$ cat config.mk
export PLATFORM = sky130hd
export DESIGN_NAME = seg_addr_gen
export DESIGN_NICKNAME = d
export VERILOG_FILES = /design/src/rtl/seg_addr_pkg.sv /design/src/rtl/seg_addr_ctrl.sv /design/src/rtl/seg_addr_dp.sv /design/src/rtl/seg_addr_gen.sv
export SDC_FILE = /design/constraint.sdc
export NUM_CORES = 1
export LEC_CHECK = 0
export ABC_AREA = 1
export CORE_AREA = 2 2 94 96
export DETAILED_ROUTE_END_ITERATION = 16
export DIE_AREA = 0 0 96 98
export GPL_ROUTABILITY_DRIVEN = 0
export MAX_ROUTING_LAYER = met4
export PLACE_DENSITY = 0.77
export SYNTH_ARGS = -nofsm -noshare
export SYNTH_HDL_FRONTEND = slang
export SYNTH_SLANG_ARGS = --single-unit
$ cat constraint.sdc
create_clock -name clk -period 3.9 [get_ports clk]
set_clock_uncertainty 0.1 [all_clocks]
set_input_delay 0.78 -clock clk [delete_from_list [all_inputs] [get_ports clk]]
set_output_delay 0.78 -clock clk [all_outputs]
set_load 0.005 [all_outputs]
$ cat src/rtl/seg_addr_pkg.sv
package seg_addr_pkg;
  localparam int SEG_IDX_W = 2;
  localparam int NUM_SEG   = 1 << SEG_IDX_W;

  localparam logic [1:0] ACC_CODE   = 2'd0;
  localparam logic [1:0] ACC_STACK  = 2'd1;
  localparam logic [1:0] ACC_DATA   = 2'd2;
  localparam logic [1:0] ACC_STRDST = 2'd3;

  localparam logic [2:0] BASE_BX = 3'd0;
  localparam logic [2:0] BASE_SI = 3'd1;
  localparam logic [2:0] BASE_DI = 3'd2;
  localparam logic [2:0] BASE_SP = 3'd3;
  localparam logic [2:0] BASE_BP = 3'd4;

  localparam logic [SEG_IDX_W-1:0] SEG_EXTRA = 2'd0;
  localparam logic [SEG_IDX_W-1:0] SEG_CODE  = 2'd1;
  localparam logic [SEG_IDX_W-1:0] SEG_STACK = 2'd2;
  localparam logic [SEG_IDX_W-1:0] SEG_DATA  = 2'd3;

  // strobes from control to datapath
  typedef struct packed {
    logic                 load;
    logic [SEG_IDX_W-1:0] seg;
  } ctrlBus_t;
endpackage

$ cat src/rtl/seg_addr_ctrl.sv
module seg_addr_ctrl
  import seg_addr_pkg::*;
(
  input  logic                 reqValid,
  input  logic [1:0]           accType,
  input  logic [2:0]           baseSel,
  input  logic                 ovrEn,
  input  logic [SEG_IDX_W-1:0] ovrSeg,
  output ctrlBus_t             ctrl
);
  logic [SEG_IDX_W-1:0] defSeg;
  logic                 ovrAllowed;

  // default segment from access kind and base register
  always_comb begin
    unique case (accType)
      ACC_CODE:   defSeg = SEG_CODE;
      ACC_STACK:  defSeg = SEG_STACK;
      ACC_STRDST: defSeg = SEG_EXTRA;
      default:    defSeg = (baseSel == BASE_SP || baseSel == BASE_BP) ? SEG_STACK : SEG_DATA;
    endcase
  end

  // override never touches string destinations
  assign ovrAllowed = ovrEn && (accType != ACC_STRDST);

  always_comb begin
    ctrl.load = reqValid;
    ctrl.seg  = ovrAllowed ? ovrSeg : defSeg;
  end
endmodule

$ cat src/rtl/seg_addr_dp.sv
module seg_addr_dp
  import seg_addr_pkg::*;
#(
  parameter int SEG_W     = 16,
  parameter int OFF_W     = 16,
  parameter int SEG_SHIFT = 4,
  localparam int PA_W     = SEG_W + SEG_SHIFT
) (
  input  logic                 clk,
  input  logic                 rstN,
  input  ctrlBus_t             ctrl,
  input  logic [OFF_W-1:0]     offset,
  input  logic                 segWrEn,
  input  logic [SEG_IDX_W-1:0] segWrSel,
  input  logic [SEG_W-1:0]     segWrData,
  output logic [PA_W-1:0]      physAddr,
  output logic                 addrValid
);
  logic [SEG_W-1:0] segFile [NUM_SEG];
  logic [PA_W-1:0]  segBase;
  logic [PA_W-1:0]  sumAddr;

  // one register per segment; a write shows up at the next edge
  for (genvar i = 0; i < NUM_SEG; i++) begin : g_seg
    always_ff @(posedge clk) begin
      if (!rstN)
        segFile[i] <= '0;
      else if (segWrEn && segWrSel == SEG_IDX_W'(i))
        segFile[i] <= segWrData;
    end
  end

  // shifted base plus zero-extended offset, truncated to PA_W bits
  assign segBase = {segFile[ctrl.seg], {SEG_SHIFT{1'b0}}};
  assign sumAddr = segBase + PA_W'(offset);

  // registered result
  always_ff @(posedge clk) begin
    if (!rstN) begin
      physAddr  <= '0;
      addrValid <= 1'b0;
    end else begin
      addrValid <= ctrl.load;
      if (ctrl.load)
        physAddr <= sumAddr;
    end
  end
endmodule

$ cat src/rtl/seg_addr_gen.sv
module seg_addr_gen
  import seg_addr_pkg::*;
#(
  parameter int SEG_W     = 16,
  parameter int OFF_W     = 16,
  parameter int SEG_SHIFT = 4,
  localparam int PA_W     = SEG_W + SEG_SHIFT
) (
  input  logic                 clk,
  input  logic                 rstN,
  input  logic                 reqValid,
  input  logic [1:0]           accType,
  input  logic [2:0]           baseSel,
  input  logic [OFF_W-1:0]     offset,
  input  logic                 ovrEn,
  input  logic [SEG_IDX_W-1:0] ovrSeg,
  input  logic                 segWrEn,
  input  logic [SEG_IDX_W-1:0] segWrSel,
  input  logic [SEG_W-1:0]     segWrData,
  output logic [PA_W-1:0]      physAddr,
  output logic                 addrValid
);
  ctrlBus_t ctrlBus;

  seg_addr_ctrl u_ctrl (
    .reqValid (reqValid),
    .accType  (accType),
    .baseSel  (baseSel),
    .ovrEn    (ovrEn),
    .ovrSeg   (ovrSeg),
    .ctrl     (ctrlBus)
  );

  seg_addr_dp #(
    .SEG_W     (SEG_W),
    .OFF_W     (OFF_W),
    .SEG_SHIFT (SEG_SHIFT)
  ) u_dp (
    .clk       (clk),
    .rstN      (rstN),
    .ctrl      (ctrlBus),
    .offset    (offset),
    .segWrEn   (segWrEn),
    .segWrSel  (segWrSel),
    .segWrData (segWrData),
    .physAddr  (physAddr),
    .addrValid (addrValid)
  );
endmodule

==> summary by stage, run 1 <==
Synth
The area share of the largest cell type after synthesis is 44.4%. The number of nets handed over by synthesis was 561. Synthesis inferred 85 register bits.

Counting every instance in the synthesized netlist gives 498. The cell type with the largest total area after synthesis is sky130_fd_sc_hd__edfxtp_1. The proportion of synthesized chip area in sequential cells is 54.2%. The count of flip-flops with a built-in enable after synthesis is 64. The most instantiated flip-flop cell in the synthesis netlist is sky130_fd_sc_hd__edfxtp_1. In the synthesized netlist the async set-or-reset flop fraction comes to 0%.

The most common cell in the synthesized netlist is sky130_fd_sc_hd__nor2_1. The Yosys step of the flow raised 0 warnings. The netlist area before placement is 4330 µm². Ranked by total cell area, the synthesized netlist is headed by sky130_fd_sc_hd__edfxtp_1 (44%), sky130_fd_sc_hd__nor2_1 (12%), sky130_fd_sc_hd__dfxtp_1 (9.7%). The mean cell area of the mapped netlist is 8.69 µm².

In the synthesized netlist, the cells that appear most often are sky130_fd_sc_hd__nor2_1 (137), sky130_fd_sc_hd__edfxtp_1 (64), sky130_fd_sc_hd__nand2_1 (59). The unique cell type count in the Yosys netlist is 29.

Place
The worst-case setup slack after placement is -0.205 ns. The total of buffers placed on input and output ports is 66. The HPWL after detailed placement is 7.16 mm. The number of placed instances, taps included, is 689. In this run the cell area measured after placement is 5320 µm².

Clock network
In this run the deepest clock path goes through 2 buffers. In this run, CTS created clock tree buffers numbering 9. After clock tree synthesis, the clock-pin slew on the worst setup and hold paths is 0.08 ns.

TritonCTS built the clock tree. The clock tree synthesis step divided the H-tree into 3 levels. At the later pin of the worst-skew pair, clock insertion delay measures 0.35 ns. Clock tree synthesis selected as its root buffer the cell sky130_fd_sc_hd__clkbuf_8.

The clock net in this run drives a total of 85 sinks. The hold-fix buffer count after cts is 0.

Layout
The end-of-flow core utilization is 65.5%. The net count of the finished layout is 655. The total non-filler cell area in the finished layout is 5550 µm².

The area growth from synthesis to layout is 28.2%. The footprint of the multi-input gates is 1690 µm². The count of placed standard cells in the final layout, fillers left out is 704. Cells with a size suffix above 1 make up 10.4% of the layout. The filler cell count is 692. In the final layout, flip-flops and latches occupy 2340 µm². 0 antenna diodes ended up in the layout.

GRT
The global-route wire length before repair is 16.5 mm. Global routing used 23.6% of the available tracks. The largest net degree at the start of global routing is 25.

The number of antenna violations at the first check in global routing is 0. Global routing finished with a remaining overflow of 0. The via count of the first global-routing pass is 3,614.

Route
The wire length after detailed routing is 10.2 mm. In this run, the number of DRC markers left after iteration 0 of detailed routing was 161. In this run the remaining antenna-violating nets after routing total 0. The routed layout has 3,717 vias.

The number of remaining DRC errors is 0. In the final routed layout, each cell accounts on average for 14.6 µm. The first detailed-routing pass took 5 iterations. The via density per instance is 5.28.

Floorplan
In this run the horizontal extent of the chip is 96 µm. The y dimension of the die is 98 µm. The initial cell density of the core is 51.1%.

The floorplan row count is 34. The core footprint is 8470 µm². For this design the top-level I/O count stands at 67. The area enclosed by the die boundary is 9410 µm².

STA
For the pin with the worst max-slew slack, the measured transition is 0.811 ns. Setup repair after global routing could not meet its margin everywhere. Hold timing on the final database bottoms out at a slack of 0.397 ns. The clock period could shrink to 3.73 ns. The final critical-path setup slack is 0.170 ns. The worst pin sits at a relative slew slack of 45.8%. The final hold violation count is 0. For the final routed database, the setup TNS stands at 0 ns. Setup violations remaining at the end of the flow were counted as 0. The max-slew violation count came to 0. The peak clock frequency supported by timing is 268 MHz. The final worst-path cycle share is 95.6%.

Power and ir drop
The largest vdd supply drop is 0.000189 V. Power spread over the standard cell area amounts to 430 nW/µm². The static leakage is 2.45 nW. The total power of the final layout is 2.38 mW.

Critical path
The setup path with the least slack is of type input pin to register. In this run the worst path has a maximum fanout of 18. The kind of capture point of the worst setup path is a register.

The critical path arrival is 3.88 ns. The critical path startpoint category is an input pin. STA puts the critical path data required time at 4.05 ns.

Status
The flow ran to the end, and the final reports show no timing, DRC or antenna violations.

Worst hold path
The worst min-delay path class is register to register.

Flow run
The max-cap violation count is 0.
==> path summary, 6_finish.rpt <==
| path | startpoint | slack [ns] | to | depth (start not counted) |
|---|---|---|---|---|
| worst min-delay path | u_dp.physAddr[15]$_SDFFE_PN0P_ | 0.40 | u_dp.physAddr[15]$_SDFFE_PN0P_ | 2 |
| worst max-delay path | accType[0] | 0.17 | u_dp.physAddr[13]$_SDFFE_PN0P_ | 19 |
| worst min register to register | u_dp.physAddr[15]$_SDFFE_PN0P_ | 0.40 | u_dp.physAddr[15]$_SDFFE_PN0P_ | 2 |
| worst max register to register | u_dp.segFile[2][0]$_SDFFCE_PN0P_ | 1.52 | u_dp.physAddr[12]$_SDFFE_PN0P_ | 11 |
==> cells by family (layout without fill, tap and decap cells) <==
group | count (synthesis) | count (layout) | share of synthesized area, %
compound gates | 74 | 74 | 9.49
fa+ha+maj | 17 | 17 | 5.09
simple gates | 235 | 235 | 22.4
xor+xnor | 9 | 9 | 1.82
buf+inv | 78 | 176 | 7.06
flops | 85 | 85 | 54.2
==> registers in the layout, summed over array words and instances, names as in the netlist <==
register,cells
u_dp.physAddr,20
u_dp.addrValid,1
u_dp.segFile,64
==> repair_timing <==
item                       in CTS  in global routing
setup buffers                   0                  0
setup endpoints to repair       0                  6
resized for setup               0                  6
==> layer usage <==
| layer | global-route usage (%) | vias up | wire, µm |
|---|---|---|---|
| li1 | - | 1823 | - |
| met1 | 27.4 | 1719 | 4210 |
| met2 | 39.7 | 153 | 5190 |
| met3 | 4.71 | 22 | 693 |
| met4 | 8.79 | 0 | 161 |
| met5 | - | - | 0 |
==> layout by cell type (no fill, tap or decap), types with 2 or more instances in the layout <==
cell	Yosys	final
sky130_fd_sc_hd__o21ai_1	2	4
sky130_fd_sc_hd__inv_1	56	56
sky130_fd_sc_hd__nand2_2	2	2
sky130_fd_sc_hd__bufinv_16	0	2
sky130_fd_sc_hd__a31oi_1	2	2
sky130_fd_sc_hd__buf_4	0	35
sky130_fd_sc_hd__nand3b_1	2	2
sky130_fd_sc_hd__nand3_1	26	26
sky130_fd_sc_hd__o21ai_0	44	42
sky130_fd_sc_hd__xor2_1	7	7
sky130_fd_sc_hd__xnor2_1	2	2
sky130_fd_sc_hd__nor2_1	137	137
sky130_fd_sc_hd__a21oi_1	9	8
sky130_fd_sc_hd__nand2_4	2	2
sky130_fd_sc_hd__inv_2	3	2
sky130_fd_sc_hd__ha_1	16	16
sky130_fd_sc_hd__edfxtp_1	64	64
sky130_fd_sc_hd__clkdlybuf4s50_1	0	66
sky130_fd_sc_hd__clkbuf_8	0	9
sky130_fd_sc_hd__o22ai_1	12	11
sky130_fd_sc_hd__nand4_1	5	5
sky130_fd_sc_hd__dfxtp_1	21	21
sky130_fd_sc_hd__o211ai_1	2	2
sky130_fd_sc_hd__nand2_1	59	59
==> critical path, stage by stage <==
cell                              delay, ns
sky130_fd_sc_hd__clkdlybuf4s50_1       0.50
sky130_fd_sc_hd__inv_1                 0.08
sky130_fd_sc_hd__ha_1                  0.21
sky130_fd_sc_hd__buf_4                 0.13
sky130_fd_sc_hd__nand2_2               0.07
sky130_fd_sc_hd__nand2_4               0.05
sky130_fd_sc_hd__nand2_4               0.08
sky130_fd_sc_hd__buf_4                 0.23
sky130_fd_sc_hd__o21ai_0               0.11
sky130_fd_sc_hd__o22ai_1               0.24
sky130_fd_sc_hd__ha_1                  0.32
sky130_fd_sc_hd__a21oi_1               0.22
sky130_fd_sc_hd__o21ai_1               0.14
sky130_fd_sc_hd__a21oi_1               0.19
sky130_fd_sc_hd__nor2_1                0.08
sky130_fd_sc_hd__o21ai_0               0.18
sky130_fd_sc_hd__nand3_1               0.10
sky130_fd_sc_hd__o211ai_1              0.10
sky130_fd_sc_hd__inv_1                 0.05
==> final cells by class <==
cell class,count,area share (%)
clock inverters,5,1.53
multi-input cells,335,30.4
clock buffers,10,2.30
well taps,108,2.44
flip-flops and latches,85,42.2
repair buffers,102,17.0
inverters,59,4.04
==> report_power, final <==
part	switching, mW	leakage, nW	internal [mW]	total, mW
clock network	0.322	0.103	0.361	0.683
logic	0.327	1.55	0.295	0.622
registers	0.0284	0.804	1.05	1.08
Note: power is estimated with default switching activity, not from simulation.
==> run 2: changes to the inputs <==
ABC_AREA = unset   (was 1)
CORE_AREA = 2 2 99 101   (was 2 2 94 96)
DIE_AREA = 0 0 101 103   (was 0 0 96 98)
PLACE_DENSITY = 0.75   (was 0.77)
clock period = 3.3 ns   (was 3.9 ns; I/O delays follow)
==> run 2 against run 1 <==
The flow now finishes with violations (negative setup slack). Via count decreased by 3.4%. Combinational power up 54%. Wire length increased by 9.0%. Power is 26% higher. Die area is 11% higher. Non-clock buffer count is 31 higher. Critical path depth shrank 6. Design area up 11%. Core utilization is 0.29 points lower.
==> summary by stage, run 2 <==
Layout
The number of flip-flops under the largest register name is 64. The register name with the most flops is u_dp.segFile. Relative to the synthesized area, the layout overhead comes to 38.2%. The final-stage net count is 598. The total inserted antenna cells is 0. Cells with a size suffix above 1 make up 25.2% of the layout. The finished layout holds 653 standard cells, fillers aside. The total non-filler cell area in the finished layout is 6170 µm².

The library cell used most frequently in the layout, excluding fill and tap cells, is sky130_fd_sc_hd__and2_1. The end-of-flow core utilization is 65.2%. In the final layout, the registers with the most flip-flops are u_dp.segFile (64), u_dp.physAddr (20), u_dp.addrValid (1). The top cell types in the final layout, fill and taps aside, are sky130_fd_sc_hd__and2_1 (77), sky130_fd_sc_hd__edfxtp_1 (64), sky130_fd_sc_hd__buf_4 (62).

GRT
The total track usage is 21.4%. The remaining global-route overflow is 0. The first global-routing pass estimated 16.6 mm of wire. The number of antenna violations at the first check in global routing is 0. The largest net degree at the start of global routing is 27.

The via count of the first global-routing pass is 3,422.

STA
The worst pin sits at a relative slew slack of 67.3%. The max-slew violation count is 0. The final critical-path setup slack is -0.193 ns. The final hold violation count was 0. Setup repair after global routing could not meet its margin everywhere. After layout, the worst path uses 106% of the clock period. The time the worst path needs with I/O delays and setup is 3.49 ns. The transition time at the pin with the least slew margin is 0.488 ns.

Setup violations remaining at the end of the flow were counted as 9. For this run, the top clock speed supported by timing is 286 MHz.

Clock network
Buffers inserted during clock tree synthesis total 9. The tree is rooted in a sky130_fd_sc_hd__clkbuf_8. Clock latency on the worst-skew pair, taken at its later pin, is 0.36 ns. The hold-fix buffer count after cts is 0. The clock slew seen by the registers of the worst setup and hold paths is 0.09 ns. Counting along the longest clock path gives a buffer depth of 2. CTS built an H-tree with a depth of 3. The TritonCTS clock tree is yes. The total number of clock tree sinks is 85.

Power and ir drop
The largest vdd supply drop is 0.000199 V. The power density of the placed cells is 485 nW/µm². The static leakage is 2.41 nW.

Synth
The unique cell type count in the Yosys netlist is 54. The proportion of synthesized chip area in sequential cells is 52.5%. Sorting the synthesized cells by area gives the leading types as sky130_fd_sc_hd__edfxtp_1 (43%), sky130_fd_sc_hd__and2_1 (11%), sky130_fd_sc_hd__dfxtp_1 (9.4%). In the synthesized netlist the dominant register cell turns out to be sky130_fd_sc_hd__edfxtp_1. After synthesis, the most frequently instantiated cells are sky130_fd_sc_hd__and2_1 (78), sky130_fd_sc_hd__edfxtp_1 (64), sky130_fd_sc_hd__nand2_1 (38). The total of flip-flops plus latches after synthesis is 85. The count of flip-flops with a built-in enable after synthesis is 64.

The area share of the largest cell type after synthesis is 43.1%. The share of synthesized flip-flops with an asynchronous set or reset is 0%. The synthesized netlist net count is 472. The cell area that synthesis handed to floorplanning was 4460 µm².

Counting every instance in the synthesized netlist gives 409. The number of synthesis warnings is 0. By instance count, the leading cell after synthesis is sky130_fd_sc_hd__and2_1.

A synthesized cell averages 10.9 µm². The cell type with the largest total area after synthesis is sky130_fd_sc_hd__edfxtp_1.

Floorplan
The floorplan row count is 36. The area enclosed by the die boundary is 10,400 µm². In this run the count of I/O pins placed on the die edge is 67.

The core footprint is 9460 µm². Once the floorplan was initialized, standard cells occupied 47.2% of the core. The y dimension of the die is 103 µm. The die width is 101 µm.

Critical path
The maximum single-stage delay on the critical path is 0.42 ns. The critical path starts at ovrSeg[0]. The capturing instance or port of the critical path is u_dp.physAddr[17]$_SDFFE_PN0P_.

STA classifies the critical path endpoint as a register. The family of cells with the greatest summed delay on the critical path is compound AO/OA/AOI/OAI gates. For flop-to-flop paths, the worst setup slack is 0.60 ns. The buffering stage count on the worst path with inverters included is 3. The cell count of the worst reg-to-reg path is 11. The required time of the critical path is 3.49 ns. The startpoint identified for the worst register-to-register timing path is u_dp.segFile[2][3]$_SDFFCE_PN0P_. The critical path startpoint category is an input pin. The maximum fanout count along the critical path is 5. The slowest cell on the critical path is sky130_fd_sc_hd__or3b_4. The number of stages on the worst setup path is 13. The worst register-to-register path ends at u_dp.physAddr[17]$_SDFFE_PN0P_.

Walking the worst path, the cells encountered are clkdlybuf4s50_1, or3b_4, and2_4, buf_4, a31oi_2, ha_1, a21o_1, a221oi_4, or3_4, buf_6, a21oi_4, o2111a_1, a211oi_2. The critical path is of the input pin to register type. The critical path arrival is 3.68 ns.

Place
Summing all placed instances gives a cell area of 5630 µm². OpenSTA, run right after detailed placement, puts the worst setup slack at -0.952 ns. The HPWL after detailed placement is 7.10 mm. The count of buffers added on input and output ports is 66. The cell count after placement is 619.

Status
The final reports fail on negative setup slack. The flow ran to the end, but the final reports show violations.

Route
The detailed router finished its first iteration with 158 violations. Dividing the detail-routed via count by the number of cells gives 5.50. The number of remaining DRC errors is 0.

The routed design has 11.2 mm of wire. The count of nets left with antenna violations once routing finished came out at 0. The routed layout has 3,590 vias. The first TritonRoute pass finished after 4 iterations. Dividing the detail-routed wire length by the instance count gives 17.1 µm.

Worst hold path
The worst hold path belongs to the class register to register.

Flow run
The max-cap violation count is 0.
==> run 2: timing repair <==
action                                  4_1_cts  5_1_grt
cloned                                        2        0
buffers inserted                              9        8
pin swaps                                    24       15
resized for setup                            40       32
endpoints found under the setup margin       13       11
==> run 2: per-layer routing <==
layer  GRT usage (%)  up-vias  part of all wire (%)  routed length [µm]
li1                -     1731                     -                   -
met1            26.2     1734                    44                4930
met2            35.9      105                    50                5600
met3            3.39       20                   4.0                 444
met4            8.32        0                   1.8                 199
met5               -        -                     0                   0
==> run 2: cell type report <==
type / instances / area (µm²)
Clock buffer: 9 / 124
Clock inverter: 6 / 70.1
Fill cell: 711 / 3290
Inverter: 11 / 41.3
Multi-Input combinational cell: 295 / 2260
Sequential cell: 85 / 2340
Tap cell: 114 / 143
Timing Repair Buffer: 133 / 1190
==> run 2: power by group <==
part	switching (mW)	internal (mW)	total, mW
Clock	0.397	0.351	0.748
Combinational	0.457	0.503	0.960
Sequential	0.0377	1.25	1.28
==> run 2: kinds of logic (layout without fill, tap and decap cells) <==
kind of cell / Yosys count / count (layout) / share of synthesized area (%)
mux: 22 / 22 / 5.27
compound gates: 83 / 83 / 12.6
flops: 85 / 85 / 52.5
fa+ha+maj: 17 / 17 / 4.93
buf+inv: 31 / 159 / 2.80
simple gates: 164 / 166 / 20.6
xor+xnor: 7 / 7 / 1.37
==> run 2: worst min path at each step <==
stage	from	cells after the start	endpoint
5_1_grt	u_dp.physAddr[6]$_SDFFE_PN0P_	1	u_dp.physAddr[6]$_SDFFE_PN0P_
3_5_place_dp	u_dp.physAddr[6]$_SDFFE_PN0P_	1	u_dp.physAddr[6]$_SDFFE_PN0P_
4_1_cts	u_dp.physAddr[6]$_SDFFE_PN0P_	1	u_dp.physAddr[6]$_SDFFE_PN0P_
6_report	u_dp.physAddr[6]$_SDFFE_PN0P_	1	u_dp.physAddr[6]$_SDFFE_PN0P_
3_3_place_gp	u_dp.physAddr[6]$_SDFFE_PN0P_	1	u_dp.physAddr[6]$_SDFFE_PN0P_
2_1_floorplan	u_dp.physAddr[6]$_SDFFE_PN0P_	1	u_dp.physAddr[6]$_SDFFE_PN0P_
==> run 2: through the flow <==
stage / hold slack [ns] / TNS (ns) / total power [mW]
CTS: 0.406 / -0.507 / 2.87
global route: 0.427 / -1.82 / 3.12
global placement: 0.371 / -9.40 / 2.06
finish: 0.403 / -0.966 / 2.99
floorplan: 0.377 / -2.70 / 1.73
detailed placement: 0.388 / -10.95 / 2.08
==> run 3: changes to the inputs <==
GPL_ROUTABILITY_DRIVEN = unset   (was 0)
==> run 3 against run 2 <==
The run still ends with negative setup slack left. First-iteration DRC count up 8.9%. Combinational power shrank 5.1%. Via count down 1.6%. Sequential cell count unchanged. Clock power about the same. Core utilization down 0.81 points. Global-route usage fell by 0.35 points. Register-to-register slack better by 0.03 ns. Fmax is 0.52% higher. Critical endpoint is now u_dp.physAddr[19]$_SDFFE_PN0P_. Largest cell class unchanged.
==> summary by stage, run 3 (synthesis results as in run 2) <==
Status
The run finished, with violations left. The final reports fail on negative setup slack.

Route
The via density per instance is 5.42. The detail route stage leaves a number of antenna-violating nets equal to 0. Wire segments on met3 add up to 481 µm in the final route.

The first detailed-routing pass took 4 iterations. The routed length on met2 is 5.25 mm. The wire length after detailed routing is 10.6 mm. The violation count after the first detailed-routing iteration is 172. The number of vias after detailed routing is 3,531. The number of remaining DRC errors is 0.

The highest metal layer with signal wires is met4. In the final routed layout, each cell accounts on average for 16.2 µm. After detailed routing, the wire length on met1 is 4.63 mm.

STA
Setup violations remaining at the end of the flow were counted as 7. The final critical-path setup slack is -0.175 ns. The time the worst path needs with I/O delays and setup is 3.48 ns. The final hold violation count is 0. In the finished design, the share of the clock period the worst path needs comes to 105%. Based on the critical path, the design can be clocked at up to 288 MHz. Measured against its own limit, the worst slew margin works out to 67.1%. Setup repair after global routing could not meet its margin everywhere. The max-slew violation count was 0. At the pin with the least slew margin, the transition time is 0.491 ns.

Layout
The register area is 2340 µm². The repair_antennas step left the layout with diodes totalling 0. Summing all multi-input logic gate instances after layout gives 2220 µm².

Ranked by flip-flop count, first place goes to u_dp.segFile. The largest registers in the layout are u_dp.segFile (64), u_dp.physAddr (20), u_dp.addrValid (1). The layout-stage area growth over the synthesis result is 36.5%. Leaving out fill and tap cells, the most frequent cells in the layout are sky130_fd_sc_hd__and2_1 (77), sky130_fd_sc_hd__edfxtp_1 (64), sky130_fd_sc_hd__buf_4 (62).

The layout cell share with drive strength beyond 1 is 25.1%. The final-stage net count is 597. The library cell used most frequently in the layout, excluding fill and tap cells, is sky130_fd_sc_hd__and2_1. The filler cell count is 720. The number of flip-flops under the largest register name is 64. For this run, the number of standard cells in the final layout without fillers is 652.

For this run, the share of the core covered by cells in the final layout is 64.4%.

Place
The last weighted congestion value of the routability-driven placer is 0.899. The total of buffers placed on input and output ports is 66. The cell count after placement is 620. The HPWL after detailed placement is 7.31 mm.

Critical path
The buffering stage count on the worst path with inverters included is 1. The kind of capture point of the worst setup path is a register. The slowest cell on the critical path is sky130_fd_sc_hd__or3_4. The critical path is of the input pin to register type. Among cell families on the critical path, the largest total delay comes from compound AO/OA/AOI/OAI gates. The critical path's most frequent cell is sky130_fd_sc_hd__a21o_1. In this run the worst path has a maximum fanout of 4.

The critical path goes through buf_6, or3b_4, a311o_1, and2_4, a211oi_2, a31oi_2, ha_1, a21o_1, a221oi_4, or3_4, a21o_1, a2111oi_2, nor3_1. The required time of the critical path is 3.44 ns. The maximum single-stage delay on the critical path is 0.42 ns.

The critical path arrival is 3.62 ns. STA classifies the critical path startpoint as an input pin.

Floorplan
The floorplan has 36 rows. The core footprint is 9460 µm². The y dimension of the die is 103 µm.

In this run the count of I/O pins placed on the die edge is 67. The die is 101 µm wide. The initial cell density of the core is 47.2%.

The die covers 10,400 µm².

Clock network
The deepest clock path buffer count is 2. For this design, the CTS-stage hold fixing added 0 buffers. The TritonCTS clock tree is yes. The tree is rooted in a sky130_fd_sc_hd__clkbuf_8. The clock latency at the later pin of the worst-skew pair is 0.35 ns. The number of H-tree levels is 3. Clock tree synthesis found a total of 85 sinks. The clock slew seen by the registers of the worst setup and hold paths is 0.09 ns. The number of CTS-inserted buffers is 9.

GRT
The number of antenna violations at the first check in global routing is 0. Entering global routing, the biggest net connects 27 pins. The remaining global-route overflow is 0. Global routing used 21.1% of the available tracks across all layers.

The first global-routing pass estimated 16.2 mm of wire. The via count of the first global-routing pass is 3,378.

Power and ir drop
The static leakage is 2.40 nW. The analysis attributes to net switching a power of 860 µW. The proportion of power drawn by flip-flops and latches is 43.6%. The relative contribution of the clock network to total power is 25.4%. Per report_power, the combinational group accounts for 30.9% of the total. Internal power comes to 2.08 mW. The total power of the final layout is 2.94 mW. In this run switching power makes up 29.2% of total power. The largest vdd supply drop is 0.000204 V. Power spread over the standard cell area amounts to 483 nW/µm².

Flow run
Max-cap violations in this run came to 0.

Worst hold path
The worst min-delay path class is register to register.
run 3: cell count changes in the layout (fill, tap and decap cells not counted), sizes merged:
cell,change
buf,-1
clkinvlp,-1
clkinv,+1
run 3: timing repair:
action,4_1_cts,5_1_grt
pin swaps,23,9
gates resized for setup,47,20
endpoints found under the setup margin,13,11
gates cloned,3,0
hold endpoints to repair,0,0
buffers inserted,9,6
run 3: final cells by class:
| cell class | count | share of cell area (%) |
|---|---|---|
| clock buffer | 9 | 2.03 |
| tap | 114 | 2.34 |
| inverter | 11 | 0.678 |
| timing repair buffer | 132 | 18.9 |
| sequential | 85 | 38.4 |
| multi-input combinational | 295 | 36.4 |
| clock inverter | 6 | 1.17 |
run 3: power groups by stage:
stage	Combinational [mW]	Sequential (mW)	Clock [mW]
floorplan	0.427	1.30	0
global placement	0.751	1.30	0
detailed placement	0.775	1.31	0
CTS	0.852	1.28	0.752
global route	0.988	1.29	0.803
finish	0.911	1.28	0.749
run 3: final timing paths:
| check | from | end | slack (ns) | cells after the start |
|---|---|---|---|---|
| setup / recovery | baseSel[1] | u_dp.physAddr[19]$_SDFFE_PN0P_ | -0.18 | 13 |
| setup reg to reg | u_dp.segFile[2][2]$_SDFFCE_PN0P_ | u_dp.physAddr[19]$_SDFFE_PN0P_ | 0.63 | 10 |
| hold reg to reg | u_dp.physAddr[6]$_SDFFE_PN0P_ | u_dp.physAddr[6]$_SDFFE_PN0P_ | 0.40 | 1 |
| hold / removal | u_dp.physAddr[6]$_SDFFE_PN0P_ | u_dp.physAddr[6]$_SDFFE_PN0P_ | 0.40 | 1 |
run 3: stage by stage:
step | setup slack (ns) | hold WS [ns] | setup TNS (ns) | instance area, µm²
4_1_cts | -0.146 | 0.407 | -0.253 | 5970
6_report | -0.175 | 0.402 | -0.404 | 6090
2_1_floorplan | -0.353 | 0.377 | -2.70 | 4540
3_5_place_dp | -0.957 | 0.384 | -10.94 | 5630
3_3_place_gp | -0.814 | 0.371 | -9.25 | 5630
5_1_grt | -0.270 | 0.418 | -1.08 | 6090
run 3: layer usage:
metal  GRT usage, %  vias to the layer above
met5              -                        -
met4           7.90                        0
met3           3.19                       21
met2           35.4                      113
met1           26.0                     1666
li1               -                     1731
run 3: worst register-to-register path: cells and delay by family (launching register included):
| kind | cells | cell delay, ns |
|---|---|---|
| simple gates | 4 | 0.88 |
| compound gates | 5 | 0.88 |
| flops | 1 | 0.39 |
| fa+ha+maj | 1 | 0.32 |
